[config.mk]
export PLATFORM = sky130hd
export DESIGN_NAME = sp_regfmt_conv
export DESIGN_NICKNAME = d
export VERILOG_FILES = /design/src/rtl/sp_regfmt_conv.sv
export SDC_FILE = /design/constraint.sdc
export NUM_CORES = 1
export LEC_CHECK = 0
export CORE_MARGIN = 10
export CORE_UTILIZATION = 24
export DETAILED_ROUTE_END_ITERATION = 12
export GPL_ROUTABILITY_DRIVEN = 1
export PLACE_DENSITY = 0.9
export SETUP_SLACK_MARGIN = 0.2
export SLEW_MARGIN = 5
export SYNTH_ARGS = -nofsm -noshare
export SYNTH_HDL_FRONTEND = slang
export SYNTH_SLANG_ARGS = --single-unit
[constraint.sdc]
create_clock -name vclk -period 2.3
set_input_delay 0.46 -clock vclk [all_inputs]
set_output_delay 0.46 -clock vclk [all_outputs]
set_load 0.02 [all_outputs]
[src/rtl/sp_regfmt_conv.sv]
module sp_regfmt_conv (
  input  logic [1:0]  mode_sel,
  input  logic [31:0] mem_word,
  input  logic [63:0] reg_word,
  output logic [63:0] conv_out,
  output logic        iov_flag,
  output logic        ine_flag
);

  localparam logic [1:0] MODE_M2R  = 2'd0;
  localparam logic [1:0] MODE_R2M  = 2'd1;
  localparam logic [1:0] MODE_I2L  = 2'd2;
  localparam logic [1:0] MODE_IDLE = 2'd3;

  logic        exp_top;
  logic [6:0]  exp_rest;
  logic [10:0] wide_exp;
  logic [63:0] fwd_word, rev_word, lw_word;
  logic        int_wide;

  assign exp_top  = mem_word[30];
  assign exp_rest = mem_word[29:23];

  always_comb begin
    wide_exp = {exp_top, 3'b000, exp_rest};
    if (exp_top && (&exp_rest))
      wide_exp = 11'h7FF;
    else if (!exp_top && (|exp_rest))
      wide_exp[9:7] = 3'b111;
  end

  assign fwd_word = {mem_word[31], wide_exp, mem_word[22:0], 29'd0};
  assign rev_word = {32'd0, reg_word[63:62], reg_word[58:29]};
  assign lw_word  = {reg_word[31:30], 3'b000, reg_word[29:0], 29'd0};
  assign int_wide = reg_word[63:32] != {32{reg_word[31]}};

  always_comb begin
    unique case (mode_sel)
      MODE_M2R: conv_out = fwd_word;
      MODE_R2M: conv_out = rev_word;
      MODE_I2L: conv_out = lw_word;
      default:  conv_out = 64'd0;
    endcase
  end

  assign iov_flag = (mode_sel == MODE_I2L) && int_wide;
  assign ine_flag = (mode_sel == MODE_I2L) && int_wide;

  always_comb begin
    p_flags_paired_r7: assert (iov_flag == ine_flag)
      else $error("R7 flag pair mismatch");
    p_flags_quiet_r8: assert (mode_sel == MODE_I2L || (!iov_flag && !ine_flag))
      else $error("R8 flag outside integer path");
    p_idle_zero_r8: assert (mode_sel != MODE_IDLE || conv_out == 64'd0)
      else $error("R8 idle output nonzero");
    p_fwd_low_zero_r1: assert (mode_sel != MODE_M2R || conv_out[28:0] == 29'd0)
      else $error("R1 low band nonzero");
    p_rev_high_zero_r5: assert (mode_sel != MODE_R2M || conv_out[63:32] == 32'd0)
      else $error("R5 upper half nonzero");
    p_lw_gap_zero_r6: assert (mode_sel != MODE_I2L || (conv_out[61:59] == 3'd0 && conv_out[28:0] == 29'd0))
      else $error("R6 gap bits nonzero");
  end

endmodule

### After elaboration in Yosys (flattened, before gate mapping)

Cells that the tools add are included.
Widths: inputs -> output; s select.

* mux-type cells: 5
* reduce and logical (&&, ||, !) cells: 7
* equal/unequal tests: 3

Operator list (count)
* $pmux 64 s3: 1
* $ne 32x32->1: 1
* $mux 7: 1
* $reduce_and 7->1: 1
* $reduce_or 7->1: 1
* $mux 3: 2
* $logic_and 1x1->1: 3
* $eq 2x1->1 const B: 1
* $eq 2x2->1 const B: 1
* $logic_not 2->1: 1
* $logic_not 1->1: 1
* $mux 1: 1

* register bits after elaboration: 0
* bits of input ports: 98
* output and inout bits: 66

### Longest topological paths before layout

* word-level depth: 5
* gate-level depth with buffers: 6

### Worst setup path after synthesis

No wires, ideal clock.

* kind: input port to output port
* from: input mode_sel[1]
* to: output conv_out[60]
* data arrival time: 1682 ps
* path buffers: 3
* stages on the path: 4
* slack: 158 ps
* data required time: 1840 ps
* cells stage by stage: buf_4 > buf_2 > nor3_1 > buf_4

* longest elaborated chain between the ends: 2
* elaborated cells on any way between the ends: 4
* classes of those cells: eq/ne: 2; mux: 1; reduce/logical: 1

Ends and longest elaborated chain
* start: declaration: line 2 `input logic [1:0] mode_sel,`
* $eq 2x2->1 (tied with other cells): line 38 `unique case (mode_sel)`
* $pmux 64 s3 (*): line 38
* end: declaration: line 5 `output logic [63:0] conv_out,`

Mark *: on every way between the ends. The rest lies on a longest branch, timed or not.

### Final worst setup path

* from: input reg_word[59]
* to: output ine_flag

* longest elaborated chain between the ends: 2

Ends and longest elaborated chain
* start: declaration: line 4 `input logic [63:0] reg_word,`
* $ne 32x32->1: line 35 `assign int_wide = reg_word[63:32] != {32{reg_word[31]}};`
* $logic_and 1x1->1: line 47 `assign ine_flag = (mode_sel == MODE_I2L) && int_wide;`
* end: declaration: line 7 `output logic ine_flag`

No other way between the ends.

==> reports/summary.md <==
Worst setup path
- 1.84 ns — critical path data required time
- 0.48 ns — Critical Path Max Stage Delay
- input port — critical path startpoint category
- output port — endpoint kind of the worst setup timing path
- o41a_1 — slowest stage cell on the critical path
- input port to output port — Setup Crit Path Kind
- clkdlybuf4s15_1 > nor4_2 > a31oi_1 > o41a_1 > buf_6 — cell breakdown of the critical path
- 2 — crit-path max FO
- 1.70 ns — critical path arrival

Floorplan
- 83.4 um — die outline height
- 22 — standard-cell rows
- 164 — top-level port count
- 0.00377 mm2 — core region area
- 0.00696 mm2 — Die Area
- 25.6% — Initial Util
- 83.4 um — Chip Width

Logic synthesis
- 21 — synth unique cells
- 965 um2 — area of the mapped netlist
- 6.87% — post-synthesis compound-gate area fraction
- 154 — synthesized instance count
- 0% — adder and majority cell fraction of the synthesized area
- mux2i_1 — cell taking the most area after synthesis
- 0% — sequential share of the synthesized area
- 6.26 um2 — Mean Syn Cell Area
- 0 — number of synthesis warnings
- mux2i_1 (33%), and2_1 (18%), nor2_1 (13%) — top post-synthesis cells by area
- 0% — xor and xnor fraction of the mapped netlist area
- 33.2% — multiplexer area fraction after synthesis
- simple AND/OR/NAND/NOR gates — main combinational cell family by area after synthesis
- 33.2% — fraction of synthesized cell area taken by the top area cell type
- 252 — post-synthesis net count
- 51.1% — area share of and/or/nand/nor cells after synthesis

Global route
- 17.5% — total routing resource utilization after global routing
- 10400 um — global-route wire length before repair
- 2003 — number of global-route vias before repair
- 33 — maximum number of pins on one net before global-route repair
- 0 — total congestion overflow after global routing
- 0 — number of antenna violations at the first check in global routing

Route
- 26 — Starting DRT DRC Count
- 0 — drt drc
- 6930 um — detailed-route wire length
- 18.4 um — WL/cell
- 0 — final antenna-violating net count
- 1823 — total via count after detailed routing
- 4 — total iterations of the first detailed-routing run
- 4.85 — detail-routed via count per cell

Run status
- finished, final reports clean — result of the run

STA
- yes — RSZ-0062 raised after global routing
- 0 — number of max-slew violations in the final report
- 0.136 ns — minimum setup slack in the final design
- 462 MHz — maximum operating frequency
- 0 — Final Hold Violating Endpoints
- 0 — total setup violations reported at the end of the flow
- 2.16 ns — final period demand of the worst path
- 1.32 ns — Worst Hold Slack
- 94.1% — fin crit share
- 0.270 ns — Worst-Margin Slew
- 81.9% — Slew HR

Hold path
- input port to output port — Tightest Hold Check Type
- 4 — Worst Hold Path Cells

Placed design
- 0.838 — placer congestion estimate
- 164 — # port buffers
- 5760 um — total half-perimeter wirelength after legalization and detailed placement
- 0.00274 mm2 — area post-placement
- -0.537 ns — setup slack after placement

Power
- 1.33 nW — leakage power total
- 184 mW/mm2 — power density over the cells
- 0.525 mW — total power
- 105 uV — peak ir drop on the vdd network

Finish
- 304 — Layout fillers
- 0 — clock buffer count in the final layout
- 0 — Antenna diodes
- 75.4% — utilization after layout
- 0.00285 mm2 — Final Cell Area
- 29.3% — share of final-layout standard cells stronger than drive strength 1
- 0 — number of sequential cells
- 428 — Final #Nets
- 195% — area added between synthesis and finish
- 0 um2 — Seq. cell area

Job
- 0 — number of max-cap violations

-- critical path: cells and delay by family --
kind	cells	cell delay [ns]
AO/OA/AOI/OAI	2	0.62
buffers and inverters	2	0.35
AND/OR/NAND/NOR	1	0.27
-- area by class of cell --
type	instances	area [um2]	share of cell area, %
multi-input cells	139	957	33.6
well taps	48	60.1	2.11
repair buffers	189	1830	64.2
-- metal layers --
metal	share of wire (%)	track usage, %	up-vias
li1	-	-	892
met1	34	16.8	811
met2	50	32.6	120
met3	16	10.5	0
met4	0	0.462	0
met5	0	0	-
-- synth_stat cells --
cell / n
a21oi_1: 2
a31oi_1: 4
and2_1: 28
and2_2: 1
and2b_1: 1
buf_2: 5
buf_4: 4
buf_6: 1
clkbuf_1: 5
mux2i_1: 32
nand2_1: 8
nand3_1: 4
nand4_1: 4
nand4_2: 1
nor2_1: 34
nor2b_1: 1
nor3_1: 8
nor3_2: 1
nor4_1: 5
o21ai_0: 4
o41a_1: 1
-- power by group --
part	switching (mW)	leakage (nW)	total (mW)	internal, mW
Sequential	0	0	0	0
Combinational	0.237	1.33	0.525	0.288
Clock	0	0	0	0
Total	0.237	1.33	0.525	0.288
-- path summary, 6_finish.rpt --
check / start / end / slack [ns]
worst max-delay path: reg_word[59] / ine_flag / 0.14
worst min-delay path: reg_word[63] / conv_out[31] / 1.32
-- per-stage QoR --
| stage | cells | setup TNS (ns) |
|---|---|---|
| after floorplan | 154 | 0 |
| after global placement | 369 | -13.70 |
| after CTS | 373 | 0 |
| after detailed placement | 369 | -13.54 |
| final | 376 | 0 |
| after global routing | 376 | 0 |
-- cell usage in the layout, fill, tap and decap left out, drive strengths merged --
cell,count
nand3,4
and2,29
dlygate4sd2,34
a21oi,2
nor2b,1
o41a,1
a31oi,4
o21ai,4
clkdlybuf4s15,48
nor4,5
nor3,9
clkbuf,3
nor2,34
buf,46
nand2,8
nand4,5
mux2i,32
clkdlybuf4s50,57
and2b,1
dlymetal6s2s,1
-- logic make-up (layout without fill, tap and decap cells) --
family / Yosys count / count (layout)
muxes: 32 / 32
buffers and inverters: 15 / 189
AOI/OAI and AO/OA: 11 / 11
and+or+nand+nor: 96 / 96
-- repair_timing --
item | in CTS | in global routing
resized for setup | 256 | 33
pin swaps | 17 | 5
endpoints found under the setup margin | 66 | 58
gates cloned | 1 | 2
hold buffers | 0 | 0
buffers inserted | 3 | 1
(Power assumes the default switching activity.)
